==> config.mk <==
export PLATFORM = sky130hd
export DESIGN_NAME = sc_mod_sequencer
export DESIGN_NICKNAME = d
export VERILOG_FILES = /design/src/rtl/sc_seq_pkg.sv /design/src/rtl/sc_seq_settings.sv /design/src/rtl/sc_seq_fsm.sv /design/src/rtl/sc_seq_out.sv /design/src/rtl/sc_mod_sequencer.sv
export SDC_FILE = /design/constraint.sdc
export NUM_CORES = 1
export LEC_CHECK = 0
export BUFFER_PORTS_ARGS = -buffer_cell sky130_fd_sc_hd__buf_4
export CAP_MARGIN = 20
export CORE_MARGIN = 2
export CORE_UTILIZATION = 45
export DETAILED_ROUTE_END_ITERATION = 8
export PLACE_DENSITY_LB_ADDON = 0.2
export SYNTH_ARGS = -nofsm -noshare
export SYNTH_HDL_FRONTEND = slang
export SYNTH_SLANG_ARGS = --single-unit
==> constraint.sdc <==
create_clock -name clk -period 2.72 [get_ports clk]
set_clock_uncertainty 0.1 [all_clocks]
set_input_delay 0.408 -clock clk [delete_from_list [all_inputs] [get_ports clk]]
set_output_delay 0.408 -clock clk [all_outputs]
set_load 0.01 [all_outputs]
==> src/rtl/sc_seq_pkg.sv <==
package sc_seq_pkg;

    typedef enum logic [2:0] {
        ST_IDLE,
        ST_LOAD,
        ST_P1_ON,
        ST_P1_TAIL,
        ST_MID_GAP,
        ST_P2_ON,
        ST_P2_TAIL,
        ST_LOOP_GAP
    } seq_state_t;

    localparam int NUM_SW = 9;

    // switch bank bit positions
    localparam int SW_BOOST      = 0;
    localparam int SW_REF_FB     = 1;
    localparam int SW_VBE_FB     = 2;
    localparam int SW_DVBE_SCALE = 3;
    localparam int SW_REF_RET    = 4;
    localparam int SW_FFWD       = 5;
    localparam int SW_INT2       = 6;
    localparam int SW_ALPHA_CAP  = 7;
    localparam int SW_CDS        = 8;

    function automatic logic [NUM_SW-1:0] sw_pattern(input logic mode_ref,
                                                     input logic boost);
        logic [NUM_SW-1:0] p;
        p                = '0;
        p[SW_FFWD]       = 1'b1;
        p[SW_INT2]       = 1'b1;
        p[SW_CDS]        = 1'b1;
        if (mode_ref) begin
            p[SW_BOOST]   = 1'b1;
            p[SW_REF_FB]  = 1'b1;
            p[SW_REF_RET] = 1'b1;
        end else begin
            p[SW_VBE_FB]     = 1'b1;
            p[SW_DVBE_SCALE] = 1'b1;
            p[SW_BOOST]      = boost;
            p[SW_ALPHA_CAP]  = boost;
        end
        return p;
    endfunction

endpackage

==> src/rtl/sc_seq_settings.sv <==
module sc_seq_settings
    import sc_seq_pkg::*;
#(
    parameter int MAX_INT = 8,
    parameter int CFG_W   = 4
) (
    input  logic              clk,
    input  logic              rst_n,
    input  logic              load,
    input  logic              mode_ref,
    input  logic              boost_req,
    input  logic [CFG_W-1:0]  int_cfg,
    output logic [NUM_SW-1:0] sw_en,
    output logic [CFG_W-1:0]  int_total
);

    logic [CFG_W-1:0] int_eff;

    // zero means one cycle, anything above the limit saturates
    always_comb begin
        if (int_cfg == '0) begin
            int_eff = CFG_W'(1);
        end else if (int_cfg > CFG_W'(MAX_INT)) begin
            int_eff = CFG_W'(MAX_INT);
        end else begin
            int_eff = int_cfg;
        end
    end

    always_ff @(posedge clk or negedge rst_n) begin
        if (!rst_n) begin
            sw_en     <= '0;
            int_total <= CFG_W'(1);
        end else if (load) begin
            sw_en     <= sw_pattern(mode_ref, boost_req);
            int_total <= int_eff;
        end
    end

endmodule

==> src/rtl/sc_seq_fsm.sv <==
module sc_seq_fsm
    import sc_seq_pkg::*;
#(
    parameter int PHASE_W = 2,
    parameter int CFG_W   = 4
) (
    input  logic             clk,
    input  logic             rst_n,
    input  logic [CFG_W-1:0] int_total,
    output seq_state_t       state,
    output logic             load,
    output logic             cmp_pre
);

    localparam int WCNT_W = (PHASE_W > 1) ? $clog2(PHASE_W) : 1;

    seq_state_t        state_nx;
    logic [WCNT_W-1:0] wcnt;
    logic [CFG_W-1:0]  icnt;
    logic              phase_last;
    logic              int_last;

    assign phase_last = (wcnt == WCNT_W'(PHASE_W - 1));
    assign int_last   = (icnt == (int_total - CFG_W'(1)));
    assign load       = (state == ST_LOAD);
    assign cmp_pre    = (state == ST_P2_ON) && phase_last && int_last;

    always_comb begin
        state_nx = state;
        unique case (state)
            ST_IDLE:     state_nx = ST_LOAD;
            ST_LOAD:     state_nx = ST_P1_ON;
            ST_P1_ON:    state_nx = phase_last ? ST_P1_TAIL : ST_P1_ON;
            ST_P1_TAIL:  state_nx = ST_MID_GAP;
            ST_MID_GAP:  state_nx = ST_P2_ON;
            ST_P2_ON:    state_nx = phase_last ? ST_P2_TAIL : ST_P2_ON;
            ST_P2_TAIL:  state_nx = int_last ? ST_LOAD : ST_LOOP_GAP;
            ST_LOOP_GAP: state_nx = ST_P1_ON;
            default:     state_nx = ST_IDLE;
        endcase
    end

    always_ff @(posedge clk or negedge rst_n) begin
        if (!rst_n) begin
            state <= ST_IDLE;
        end else begin
            state <= state_nx;
        end
    end

    // phase width and integration cycle counters
    always_ff @(posedge clk or negedge rst_n) begin
        if (!rst_n) begin
            wcnt <= '0;
            icnt <= '0;
        end else begin
            if (((state == ST_P1_ON) || (state == ST_P2_ON)) && !phase_last) begin
                wcnt <= wcnt + WCNT_W'(1);
            end else begin
                wcnt <= '0;
            end
            if (state == ST_LOAD) begin
                icnt <= '0;
            end else if ((state == ST_P2_TAIL) && !int_last) begin
                icnt <= icnt + CFG_W'(1);
            end
        end
    end

endmodule

==> src/rtl/sc_seq_out.sv <==
module sc_seq_out
    import sc_seq_pkg::*;
(
    input  logic       clk,
    input  logic       rst_n,
    input  seq_state_t state,
    input  logic       cmp_pre,
    output logic       ph1,
    output logic       ph1_dly,
    output logic       ph2,
    output logic       ph2_dly,
    output logic       cmp_strobe
);

    logic ph1_nx, ph1_dly_nx, ph2_nx, ph2_dly_nx;

    always_comb begin
        ph1_nx     = (state == ST_P1_ON);
        ph1_dly_nx = (state == ST_P1_ON) || (state == ST_P1_TAIL);
        ph2_nx     = (state == ST_P2_ON);
        ph2_dly_nx = (state == ST_P2_ON) || (state == ST_P2_TAIL);
    end

    // registered so that the analog clocks come from flops, not decode logic
    always_ff @(posedge clk or negedge rst_n) begin
        if (!rst_n) begin
            ph1        <= 1'b0;
            ph1_dly    <= 1'b0;
            ph2        <= 1'b0;
            ph2_dly    <= 1'b0;
            cmp_strobe <= 1'b0;
        end else begin
            ph1        <= ph1_nx;
            ph1_dly    <= ph1_dly_nx;
            ph2        <= ph2_nx;
            ph2_dly    <= ph2_dly_nx;
            cmp_strobe <= cmp_pre;
        end
    end

endmodule

==> src/rtl/sc_mod_sequencer.sv <==
module sc_mod_sequencer
    import sc_seq_pkg::*;
#(
    parameter int  PHASE_W = 2,
    parameter int  MAX_INT = 8,
    localparam int CFG_W   = $clog2(MAX_INT + 1)
) (
    input  logic              clk,
    input  logic              rst_n,
    input  logic              mode_ref,
    input  logic              gain_boost,
    input  logic [CFG_W-1:0]  int_cycles,
    output logic              ph1,
    output logic              ph1_dly,
    output logic              ph2,
    output logic              ph2_dly,
    output logic              cmp_strobe,
    output logic [NUM_SW-1:0] fsw_en
);

    seq_state_t       state;
    logic             load;
    logic             cmp_pre;
    logic [CFG_W-1:0] int_total;

    sc_seq_settings #(
        .MAX_INT (MAX_INT),
        .CFG_W   (CFG_W)
    ) settings_i (
        .clk       (clk),
        .rst_n     (rst_n),
        .load      (load),
        .mode_ref  (mode_ref),
        .boost_req (gain_boost),
        .int_cfg   (int_cycles),
        .sw_en     (fsw_en),
        .int_total (int_total)
    );

    sc_seq_fsm #(
        .PHASE_W (PHASE_W),
        .CFG_W   (CFG_W)
    ) fsm_i (
        .clk       (clk),
        .rst_n     (rst_n),
        .int_total (int_total),
        .state     (state),
        .load      (load),
        .cmp_pre   (cmp_pre)
    );

    sc_seq_out out_i (
        .clk        (clk),
        .rst_n      (rst_n),
        .state      (state),
        .cmp_pre    (cmp_pre),
        .ph1        (ph1),
        .ph1_dly    (ph1_dly),
        .ph2        (ph2),
        .ph2_dly    (ph2_dly),
        .cmp_strobe (cmp_strobe)
    );

endmodule

# Yosys cells after proc, flatten, opt, wreduce, memory -nomap -nowiden
# Index checks and enable logic that the tools add are counted.
op_classes:
  addsub: 3
  multipliers: 0
  div_mod_pow: 0
  magnitude_cmp: 1
  n_eq_ne: 8
  n_shift: 0
  mux: 13
  bitwise: 0
  n_reduce_logical: 13
ops:
  columns: ["operator", "count"]
  rows:
  - ["$pmux W3 S7", 1]
  - ["$mux W4", 4]
  - ["$eq A3 B3 Y1 const B", 4]
  - ["$eq A3 B2 Y1 const B", 2]
  - ["$mux W1", 5]
  - ["$add A4 B1 Y4 const B", 1]
  - ["$eq A4 B4 Y1", 1]
  - ["$gt A4 B4 Y1 const B", 1]
  - ["$logic_and A1 B1 Y1", 4]
  - ["$logic_not A4 Y1", 1]
  - ["$mux W2", 2]
  - ["$sub A4 B1 Y4 const B", 1]
  - ["$eq A3 B1 Y1 const B", 1]
  - ["$logic_not A3 Y1", 1]
  - ["$logic_or A1 B1 Y1", 3]
  - ["$mux W3", 1]
  - ["$logic_not A1 Y1", 2]
  - ["$reduce_bool A2 Y1", 1]
  - ["$reduce_or A2 Y1", 1]
  - ["$add A1 B1 Y1 const B", 1]
totals:
  regBits: 26
  latchBits: 0
  mem_bits_rw: 0
  rom_bits: 0
  in_bits: 8
  elab_cells: 48
  memories: 0

# Logic depth before layout (Yosys ltp)
# Gate-level depths: netlist (run 1).
depth:
  word_depth: 6
  depth_mapped: 7
  mapped_depth_nobuf: 6

# Modules after synthesis
# A second synthesis (run 1) with hierarchy kept.
hier_totals:
  cells_unflattened: 116
  area_unflattened_um2: 1188.6
modules_own_cells:
  columns: ["mod", "instances", "cells_each", "area_each_um2", "seq_area_each_um2"]
  rows:
  - ["sc_seq_fsm", 1, 69, 621.8, 200.2]
  - ["sc_seq_settings", 1, 36, 397.9, 226.5]
  - ["sc_seq_out", 1, 11, 168.9, 125.1]

# Least setup slack after synthesis (run 1)
# Ideal clock, no wire load.
synth_path:
  path_type: "reg-to-reg"
  startpoint: "register settings_i.int_total[0]"
  endpoint: "register fsm_i.icnt[0]"
  setup_ns: 0.135
  t_arrival_ns: 1.712
  required_time_ns: 2.485
  setup_slack_ns: 0.774
  stages_incl_launch_ff: 7
  path_buffers: 0
  path_cell_list: "dfstp_2 > inv_1 > ha_1 > xnor3_1 > and3_4 > a2111oi_2 > a211oi_1"
synth_via:
  elab_chain_len: 5
synth_lines:
  columns: ["element", "line_no", "text"]
  rows:
  - ["start: declaration", "sc_seq_settings.sv:14", "output logic [CFG_W-1:0] int_total"]
  - ["start signal: assignment", "sc_seq_settings.sv:36", "int_total <= int_eff;"]
  - ["$sub A4 B1 Y4", "sc_seq_fsm.sv:24", "assign int_last = (icnt == (int_total - CFG_W'(1)));"]
  - ["$eq A4 B4 Y1", "sc_seq_fsm.sv:24", null]
  - ["$logic_not A1 Y1", "sc_seq_fsm.sv:64", "end else if ((state == ST_P2_TAIL) && !int_last) begin"]
  - ["$logic_and A1 B1 Y1", "sc_seq_fsm.sv:64", null]
  - ["$reduce_bool A2 Y1 (no line)", null, null]
  - ["end signal: assignment", "sc_seq_fsm.sv:65", "icnt <= icnt + CFG_W'(1);"]
  - ["end: declaration", "sc_seq_fsm.sv:19", "logic [CFG_W-1:0] icnt;"]
# No other way between the ends.
# A chain may end at the register's enable or synchronous reset.

# Worst setup path after layout (run 1)
# Ends and elaborated chain as after synthesis.

==> results.py, run 1 <==
metrics = {
    "status": {
        "status": "complete, no violations",
    },
    "setup_path": {
        "cpPeakStageDelay_ns": 0.58,
        "cp_top_family": "flip-flops",
        "cp-end-kind": "register",
        "arrival_ns": 2.16,
        "crit_path_start_kind": "register",
        "crit_buf_inv": 1,
        "required_ns": 2.81,
        "path_cells": "inv_1 > ha_1 > xnor3_1 > and3_4 > a2111oi_2 > a211oi_1",
        "crit_type": "reg2reg",
        "cp_max_fo": 4,
        "crit_slowest_cell": "dfstp_2",
    },
    "floorplanning": {
        "die_area_sq_um": 2880,
        "io_pins": 22,
        "die_h_microns": 53.6,
        "fp-row-count": 17,
        "core_area_sq_um": 2280,
        "die_w_microns": 53.6,
        "initial_core_util_pct": 48.7,
    },
    "power": {
        "cellPowerDensity_nw_per_um2": 1150,
        "pwr-share-seq_pct": 38.7,
        "combPwrFrac_pct": 45.1,
        "power_leakage_uw": 0.000616,
        "switching_power_uw": 571,
        "irDropWorstVdd_mv": 0.605,
        "pwr-share-clk_pct": 16.3,
        "p_int_uw": 938,
        "p_sw_share_pct": 37.8,
    },
    "sta": {
        "slew_violations": 0,
        "tns_ns": 0,
        "hold_viol_final": 0,
        "max_slew_margin_pct": 68.2,
        "period_minus_slack_ns": 2.06,
        "setup_viol_count_final": 0,
        "setup_slack_ns": 0.656,
        "rsz0062_at_grt": "false",
        "max_freq_mhz": 484,
        "fin_crit_sh_pct": 75.9,
        "worst_pin_slew_ns": 0.478,
    },
    "cts": {
        "cts_setup_buffers": 0,
        "cts_tree": "built",
        "cts_max_level": 1,
        "cts_root_buf": "clkbuf_4",
        "cts_resized": 0,
        "path_clk_slew_ns": 0.12,
        "clockBufferDepth": 2,
        "cts_sinks": 22,
        "holdBufCountCts": 1,
        "clk_latency_ns": 0.31,
        "numCtsBuffers": 3,
    },
    "synthesis": {
        "ys_warn_count": 0,
        "syn_area_sq_um": 1110,
        "ys_ff_latch": 22,
        "yosys-top-cells-area": "dfrtp_1 47%, nand2_1 3.4%, nor2_1 3.4%",
        "synth-edff-count": 0,
        "syn_avg_cell_area_sq_um": 10.2,
        "yosysSeqAreaShare_pct": 49.8,
        "synth.top_cell.area_share_pct": 47.4,
        "synth-async-reset-ratio_pct": 100,
        "synthFlopType": "dfrtp_1",
        "yosysTopAreaCell": "dfrtp_1",
        "synth_fp_nets": 119,
        "synth_cell_type_count": 37,
        "synth_cells": 109,
    },
    "finish": {
        "final_layout_size_suffix_gt1_share_pct": 25.2,
        "insertedDiodeCount": 0,
        "fin_cells": 155,
        "area_growth_pct": 18.5,
        "fillerInstances": 199,
        "nets": 138,
        "mostFrequentLayoutCells": "21 x dfrtp_1, 21 x buf_4, 10 x nor2_1, 10 x nand2_1, 6 x o21ai_0",
        "utilization_pct": 57.7,
    },
    "detailed_routing": {
        "vias_per_cell": 5.19,
        "antenna_left": 0,
        "wl_met3_microns": 74,
        "wl_met2_microns": 914,
        "top_layer": "met4",
        "vias": 805,
        "drc": 0,
        "first_pass_iters": 4,
        "routedWlPerCell_microns": 12.3,
        "drt_iter0_drc": 8,
        "wl_met1_microns": 867,
        "wl_microns": 1910,
    },
    "placed_design": {
        "place_congestion": 0.768,
        "place_hpwl_microns": 1400,
        "post-place-ws_ns": 0.692,
        "placed_cells": 150,
        "port_buffers": 21,
    },
    "grt": {
        "grt_pass1_vias": 760,
        "antenna_found_initial": 0,
        "grt_pass1_wl_microns": 3310,
        "overflow": 0,
        "grt_usage_pct": 16.5,
        "grt_max_degree": 23,
    },
    "job": {
        "drv_cap": 0,
    },
    "hold_path": {
        "hold_path.class": "in2reg",
    },
}
[power groups by stage]
stage	registers, uW	clock network, uW	logic, uW
2_1_floorplan	561	0	528
3_3_place_gp	585	0	670
3_5_place_dp	592	0	677
4_1_cts	584	251	688
5_1_grt	609	270	759
6_report	583	245	680
[per-layer routing]
layer | up-vias | track usage (%)
li1 | 408 | -
met1 | 376 | 20.9
met2 | 17 | 26.5
met3 | 4 | 3.33
met4 | 0 | 8.97
met5 | - | 0
[worst reg2reg max path, cell delays in order, from the launching register on]
cell and delay, ns:
dfstp_2 0.58, inv_1 0.05, ha_1 0.18, xnor3_1 0.37
and3_4 0.20, a2111oi_2 0.38, a211oi_1 0.09
[sequential cells by signal (all words and copies together) (netlist names)]
name / cells
settings_i.sw_en: 5
fsm_i.icnt: 4
settings_i.int_total: 4
fsm_i.state: 3
fsm_i.phase_last: 1
out_i.cmp_strobe: 1
out_i.ph1: 1
out_i.ph1_dly: 1
out_i.ph2: 1
out_i.ph2_dly: 1
[worst paths after layout]
check | end | slack [ns] | cells past startpoint | from
worst max-delay path | fsm_i.icnt[0] | 0.66 | 6 | settings_i.int_total[0]
max in group asynchronous | settings_i.int_total[0] | 1.85 | 2 | rst_n
worst min register to register | fsm_i.phase_last | 0.40 | 1 | fsm_i.phase_last
worst min-delay path | settings_i.int_total[0] | 0.16 | 2 | int_cycles[3]
min in group asynchronous | settings_i.int_total[1] | 0.41 | 2 | rst_n
worst max register to register | fsm_i.icnt[0] | 0.66 | 6 | settings_i.int_total[0]
[Yosys cell counts (2+ instances only)]
library cell	n
and2_1	2
mux2_2	2
nor3_1	2
nand2_1	10
dfrtp_1	21
xor2_1	3
buf_4	4
o21ai_0	6
ha_1	2
nand2b_1	5
a21oi_1	3
inv_1	5
xnor2_1	3
o21ai_1	4
buf_2	4
nand3_1	2
nor2_1	10
a21o_1	2
[kinds of logic after synthesis]
group / synth area share, %
DFF: 49.8
muxes: 2.03
xor gates and xnor gates: 6.77
AOI/OAI and AO/OA: 16.3
buffers and inverters: 6.21
adders and majority gates: 2.26
and+or+nand+nor: 16.7
[metrics by stage]
| step | cell area (sq um) | power, uW | hold slack [ns] |
|---|---|---|---|
| after floorplan | 1110 | 1090 | 0.0124 |
| after global placement | 1250 | 1250 | 0.210 |
| after detailed placement | 1250 | 1270 | 0.207 |
| after CTS | 1310 | 1520 | 0.155 |
| after global routing | 1310 | 1640 | 0.155 |
| final | 1310 | 1510 | 0.156 |
[area by class of cell]
class | instances | area [sq um] | area share [%]
flip-flops and latches | 22 | 552 | 42.0
multi-input cells | 74 | 488 | 37.1
clock buffers | 3 | 22.5 | 1.71
repair buffers | 22 | 168 | 12.8
well taps | 28 | 35.0 | 2.67
clock inverters | 1 | 30.0 | 2.29
inverters | 5 | 18.8 | 1.43
(Power assumes the default switching activity.)
==> run 2, diff against run 1 <==
--- a/config.mk
+++ b/config.mk
@@ -5,6 +5,7 @@
 export SDC_FILE = /design/constraint.sdc
 export NUM_CORES = 1
 export LEC_CHECK = 0
+export ABC_AREA = 1
 export BUFFER_PORTS_ARGS = -buffer_cell sky130_fd_sc_hd__buf_4
 export CAP_MARGIN = 20
 export CORE_MARGIN = 2
==> constraint.sdc (replaced) <==
create_clock -name clk -period 2.04 [get_ports clk]
set_clock_uncertainty 0.1 [all_clocks]
set_input_delay 0.306 -clock clk [delete_from_list [all_inputs] [get_ports clk]]
set_output_delay 0.306 -clock clk [all_outputs]
set_load 0.01 [all_outputs]
==> run 2 against run 1 <==
Register-to-register slack worse by 0.39 ns. Critical path type unchanged. Sequential power up 26%. Largest cell class unchanged. Non-clock buffer count up 1. First-iteration DRC count up 13%. Largest power group unchanged. Synthesized area down 1.7%. Maximum frequency up 17%.
==> results.py, run 2 <==
metrics = {
    "floorplanning": {
        "die_area_sq_um": 2830,
        "initial_core_util_pct": 48.3,
        "io_pins": 22,
        "die_h_microns": 53.2,
        "die_w_microns": 53.2,
        "core_area_sq_um": 2250,
        "fp-row-count": 17,
    },
    "cts": {
        "path_clk_slew_ns": 0.13,
        "clk_latency_ns": 0.31,
        "numCtsBuffers": 3,
        "cts_max_level": 1,
        "cts_setup_buffers": 0,
        "clockBufferDepth": 2,
        "cts_root_buf": "clkbuf_4",
        "cts_tree": "built",
        "cts_sinks": 22,
    },
    "finish": {
        "final_area_sq_um": 1310,
        "mostFrequentLayoutCell": "buf_4",
        "nets": 150,
        "reg.largest.list": "settings_i.sw_en x5, fsm_i.icnt x4, settings_i.int_total x4",
        "largest_reg_flops": 5,
        "area_growth_pct": 20.3,
        "fin_cells": 167,
        "insertedDiodeCount": 0,
        "mostFrequentLayoutCells": "22 x buf_4, 21 x nand2_1, 21 x dfrtp_1, 12 x inv_1, 8 x nand3_1",
        "final_layout_size_suffix_gt1_share_pct": 32.4,
        "top_register": "settings_i.sw_en",
    },
    "setup_path": {
        "cp_top_family": "simple AND/OR/NAND/NOR gates",
        "crit_slowest_cell": "dfstp_2",
        "r2r_slack_ns": 0.27,
        "path_cells": "inv_1 > ha_1 > xnor2_1 > nor2_1 > nand3_2 > nand2_2 > nand3_1 > nand2_1",
        "crit_buf_inv": 1,
        "crit_type": "reg2reg",
        "cp-end-kind": "register",
        "crit_path_start_kind": "register",
        "cpPeakStageDelay_ns": 0.57,
        "arrival_ns": 1.93,
        "cp_max_fo": 7,
        "required_ns": 2.20,
    },
    "sta": {
        "max_slew_margin_pct": 79.8,
        "tns_ns": 0,
        "max_freq_mhz": 564,
        "fin_crit_sh_pct": 86.9,
        "rsz0062_at_grt": "false",
        "setup_slack_ns": 0.268,
        "hold_viol_final": 0,
        "slew_violations": 0,
        "period_minus_slack_ns": 1.77,
        "setup_viol_count_final": 0,
        "worst_pin_slew_ns": 0.303,
    },
    "placed_design": {
        "placed_cells": 162,
        "post-place-ws_ns": 0.284,
        "place_hpwl_microns": 1430,
        "placed_area_sq_um": 1250,
        "port_buffers": 21,
        "place_congestion": 0.772,
    },
    "grt": {
        "grt_pass1_wl_microns": 3620,
        "globalRouteMet3Util_pct": 4.24,
        "overflow": 0,
        "grt_usage_pct": 18.0,
        "antenna_found_initial": 0,
        "met1_usage_pct": 23.6,
        "use_met2_pct": 27.4,
        "grt-busiest-layer": "met2",
        "grt_pass1_vias": 837,
        "grt_max_degree": 23,
    },
    "synthesis": {
        "ys_ff_latch": 22,
        "yosys-top-cells-count": "21 x dfrtp_1, 21 x nand2_1, 12 x inv_1",
        "synth-async-reset-ratio_pct": 100,
        "yosysTopAreaCell": "dfrtp_1",
        "synthFlopType": "dfrtp_1",
        "synth.top_cell.area_share_pct": 48.2,
        "syn_area_sq_um": 1090,
        "synth_fp_nets": 127,
        "synth-edff-count": 0,
        "yosysSeqAreaShare_pct": 50.6,
        "ys_warn_count": 0,
        "syn_avg_cell_area_sq_um": 9.31,
        "yosys-top-cells-area": "dfrtp_1 48%, nand2_1 7.2%, inv_1 4.1%",
        "synth_cell_type_count": 31,
        "synth_cells": 117,
    },
    "detailed_routing": {
        "routedWlPerCell_microns": 11.3,
        "drc": 0,
        "vias_per_cell": 4.86,
        "first_pass_iters": 4,
        "drt_iter0_drc": 9,
        "vias": 811,
        "wl_microns": 1880,
        "antenna_left": 0,
    },
    "power": {
        "power_leakage_uw": 0.000665,
        "irDropWorstVdd_mv": 0.878,
        "cellPowerDensity_nw_per_um2": 1440,
    },
    "hold_path": {
        "hold_path.class": "in2reg",
    },
    "status": {
        "status": "complete, no violations",
    },
    "job": {
        "drv_cap": 0,
    },
}
[run 2: cell families after synthesis]
logic type | count (synthesis) | share of synthesized area [%]
adder cells (fa/ha/maj) | 2 | 2.30
AO/OA/AOI/OAI | 16 | 9.87
flip-flops | 22 | 50.6
buffers and inverters | 24 | 10.6
XOR/XNOR | 4 | 3.22
AND/OR/NAND/NOR | 49 | 23.4
[run 2: routing by layer]
| layer | routed length [microns] | part of all wire (%) |
|---|---|---|
| met1 | 937 | 50 |
| met3 | 76 | 4.0 |
| met5 | 0 | 0 |
| met4 | 37 | 2.0 |
| met2 | 831 | 44 |
[run 2: metrics by stage]
step	hold slack (ns)	util, %	total power [uW]
detailed placement	0.109	55.4	1560
finish	0.134	58.2	1880
global placement	0.112	55.4	1540
floorplan	-0.0896	-	1330
CTS	0.131	58.2	1900
global route	0.135	58.2	2060
[run 2: report_power, final]
group	total, uW	switching, uW	internal [uW]
logic	808	442	366
registers	737	146	591
clock network	337	139	199
total	1880	727	1160
[run 2: repair_timing]
item | in CTS | in global routing
hold endpoints to repair | 21 | 0
resized for setup | 0 | 0
hold buffers | 1 | 0
[run 2: layout make-up]
| cell class | instances | area (sq um) |
|---|---|---|
| clock buffer | 3 | 22.5 |
| clock inverter | 1 | 30.0 |
| fill | 200 | 943 |
| inverter | 19 | 73.8 |
| multi-input combinational | 71 | 423 |
| sequential | 22 | 552 |
| tap | 28 | 35.0 |
| timing repair buffer | 23 | 175 |
[run 2: path summary, 6_finish.rpt]
| kind | startpoint | end | cells after the start |
|---|---|---|---|
| setup / recovery | settings_i.int_total[0] | fsm_i.icnt[2] | 8 |
| hold / removal | int_cycles[3] | settings_i.int_total[3] | 3 |
| setup reg to reg | settings_i.int_total[0] | fsm_i.icnt[2] | 8 |
| hold reg to reg | fsm_i.phase_last | fsm_i.phase_last | 1 |
| max in group asynchronous | rst_n | settings_i.int_total[0] | 2 |
| min in group asynchronous | rst_n | settings_i.int_total[1] | 2 |
[run 2: worst min-delay path, delay by kind of cell]
family                 cells  cell delay (ns)
AOI/OAI and AO/OA          1             0.08
buffers and inverters      1             0.09
and+or+nand+nor            1             0.04
==> run 3, diff against run 2 <==
--- a/config.mk
+++ b/config.mk
@@ -12,6 +12,7 @@
 export CORE_UTILIZATION = 45
 export DETAILED_ROUTE_END_ITERATION = 8
 export PLACE_DENSITY_LB_ADDON = 0.2
+export REMOVE_ABC_BUFFERS = 1
 export SYNTH_ARGS = -nofsm -noshare
 export SYNTH_HDL_FRONTEND = slang
 export SYNTH_SLANG_ARGS = --single-unit
==> run 3 against run 2 <==
Sequential share of layout area increased by 1.1 points. Global-route usage decreased by 0.60 points. Worst hold slack got worse by 0.0013 ns. Register-to-register slack got worse by 0.06 ns. Cell count decreased by 0.60%. Cell area decreased by 2.6%. Die area unchanged. Critical path type unchanged.
==> results.py, run 3 (synthesis gave the netlist of run 2 again) <==
metrics = {
    "sta": {
        "tns_ns": 0,
        "holdWs_ns": 0.133,
        "hold_viol_final": 0,
        "max_freq_mhz": 547,
        "fin_crit_sh_pct": 89.7,
        "worst_pin_slew_ns": 0.369,
        "slew_violations": 0,
        "setup_viol_count_final": 0,
        "rsz0062_at_grt": "false",
        "period_minus_slack_ns": 1.83,
        "max_slew_margin_pct": 75.3,
    },
    "setup_path": {
        "arrival_ns": 1.92,
        "required_ns": 2.13,
        "path_cells": "inv_1 > ha_1 > xnor2_1 > nor2_1 > nand3_2 > nand2_2 > nand3_1",
        "cpPeakStageDelay_ns": 0.57,
        "r2r_slack_ns": 0.21,
        "crit_path_start_kind": "register",
        "crit_slowest_cell": "dfstp_2",
        "crit_type": "reg2reg",
        "cp-end-kind": "register",
        "cp_max_fo": 7,
    },
    "status": {
        "status": "complete, no violations",
    },
    "grt": {
        "antenna_found_initial": 0,
        "grt_max_degree": 23,
        "grt_usage_pct": 17.4,
        "overflow": 0,
        "grt_pass1_wl_microns": 3380,
        "grt_pass1_vias": 783,
    },
    "power": {
        "cellPowerDensity_nw_per_um2": 1370,
        "p_sw_share_pct": 41.6,
        "p_int_uw": 1020,
        "power_uw": 1750,
        "pwr-share-seq_pct": 42.1,
        "power_leakage_uw": 0.000646,
        "irDropWorstVdd_mv": 0.863,
        "combPwrFrac_pct": 46.3,
        "switching_power_uw": 728,
        "pwr-share-clk_pct": 11.6,
    },
    "finish": {
        "final_layout_size_suffix_gt1_share_pct": 31.2,
        "insertedDiodeCount": 0,
        "reg.largest.list": "settings_i.sw_en x5, fsm_i.icnt x4, settings_i.int_total x4",
        "final_area_sq_um": 1280,
        "fillerInstances": 226,
        "nets": 149,
        "mostFrequentLayoutCells": "21 x nand2_1, 21 x dfrtp_1, 21 x buf_4, 12 x inv_1, 8 x nand3_1",
        "area_growth_pct": 17.2,
        "largest_reg_flops": 5,
        "top_register": "settings_i.sw_en",
        "fin_cells": 166,
    },
    "cts": {
        "cts_tree": "built",
        "clk_latency_ns": 0.30,
        "clockBufferDepth": 2,
        "cts_root_buf": "clkbuf_4",
        "cts_max_level": 1,
        "path_clk_slew_ns": 0.11,
        "cts_sinks": 22,
        "cts_resized": 0,
        "cts_setup_buffers": 0,
        "numCtsBuffers": 3,
    },
    "detailed_routing": {
        "drc": 0,
        "first_pass_iters": 4,
        "wl_microns": 2040,
        "drt_iter0_drc": 16,
        "antenna_left": 0,
        "vias_per_cell": 5.05,
        "vias": 839,
        "routedWlPerCell_microns": 12.3,
    },
    "placed_design": {
        "port_buffers": 21,
        "place_hpwl_microns": 1550,
        "placed_cells": 161,
        "place_congestion": 0.767,
        "placed_area_sq_um": 1240,
    },
    "floorplanning": {
        "die_w_microns": 53.2,
        "die_area_sq_um": 2830,
        "die_h_microns": 53.2,
        "fp-row-count": 17,
        "core_area_sq_um": 2250,
        "io_pins": 22,
        "initial_core_util_pct": 48.3,
    },
    "job": {
        "drv_cap": 0,
    },
    "hold_path": {
        "hold_path.class": "in2reg",
    },
}
==> run 3: cell count changes in the layout (fill, tap and decap cells not counted), sizes merged <==
cell	change
bufinv	-1
buf	-1
clkbuf	+1
==> run 3: final timing paths <==
| kind | from | endpoint | depth (start not counted) |
|---|---|---|---|
| max reg2reg | settings_i.int_total[0] | fsm_i.state[1] | 7 |
| max | settings_i.int_total[0] | fsm_i.state[1] | 7 |
| min reg2reg | fsm_i.phase_last | fsm_i.phase_last | 1 |
| min | int_cycles[3] | settings_i.int_total[0] | 4 |
| max in group asynchronous | rst_n | settings_i.int_total[0] | 2 |
| min in group asynchronous | rst_n | fsm_i.icnt[2] | 2 |
==> run 3: routing by layer <==
layer / share of wire, % / up-vias / global-route usage (%)
met4: 2.4 / 0 / 10.3
met3: 3.2 / 4 / 3.39
met5: 0 / - / 0
met2: 48 / 24 / 28.2
li1: - / 418 / -
met1: 46 / 393 / 21.3
==> run 3: area by class of cell <==
class	instances	area [sq um]	share of cell area, %
clock buffer	4	26.3	2.06
inverter	19	73.8	5.78
multi-input combinational	71	423	33.1
sequential	22	552	43.2
tap	28	35.0	2.74
timing repair buffer	22	168	13.1
==> run 3: critical path, delay by kind of cell (launching register included) <==
kind	cells	cell delay [ns]
flops	1	0.57
simple gates	4	0.54
fa+ha+maj	1	0.30
xor+xnor	1	0.13
buf+inv	1	0.07
==> run 3: power by group through the flow <==
stage	Combinational (uW)	Sequential (uW)	Clock [uW]
floorplan	525	760	0
global placement	789	736	0
detailed placement	817	744	0
CTS	821	737	206
global route	903	760	221
finish	811	736	202
==> run 3: metrics by stage <==
step | utilization [%] | setup slack, ns
6_report | 56.7 | 0.211
3_5_place_dp | 55.0 | 0.230
5_1_grt | 56.7 | 0.133
2_1_floorplan | - | 0.394
4_1_cts | 56.7 | 0.220
3_3_place_gp | 55.0 | 0.310
==> run 3: repair_timing <==
action	4_1_cts	5_1_grt
setup endpoints to repair	0	0
hold endpoints to repair	21	0
hold buffers	1	0
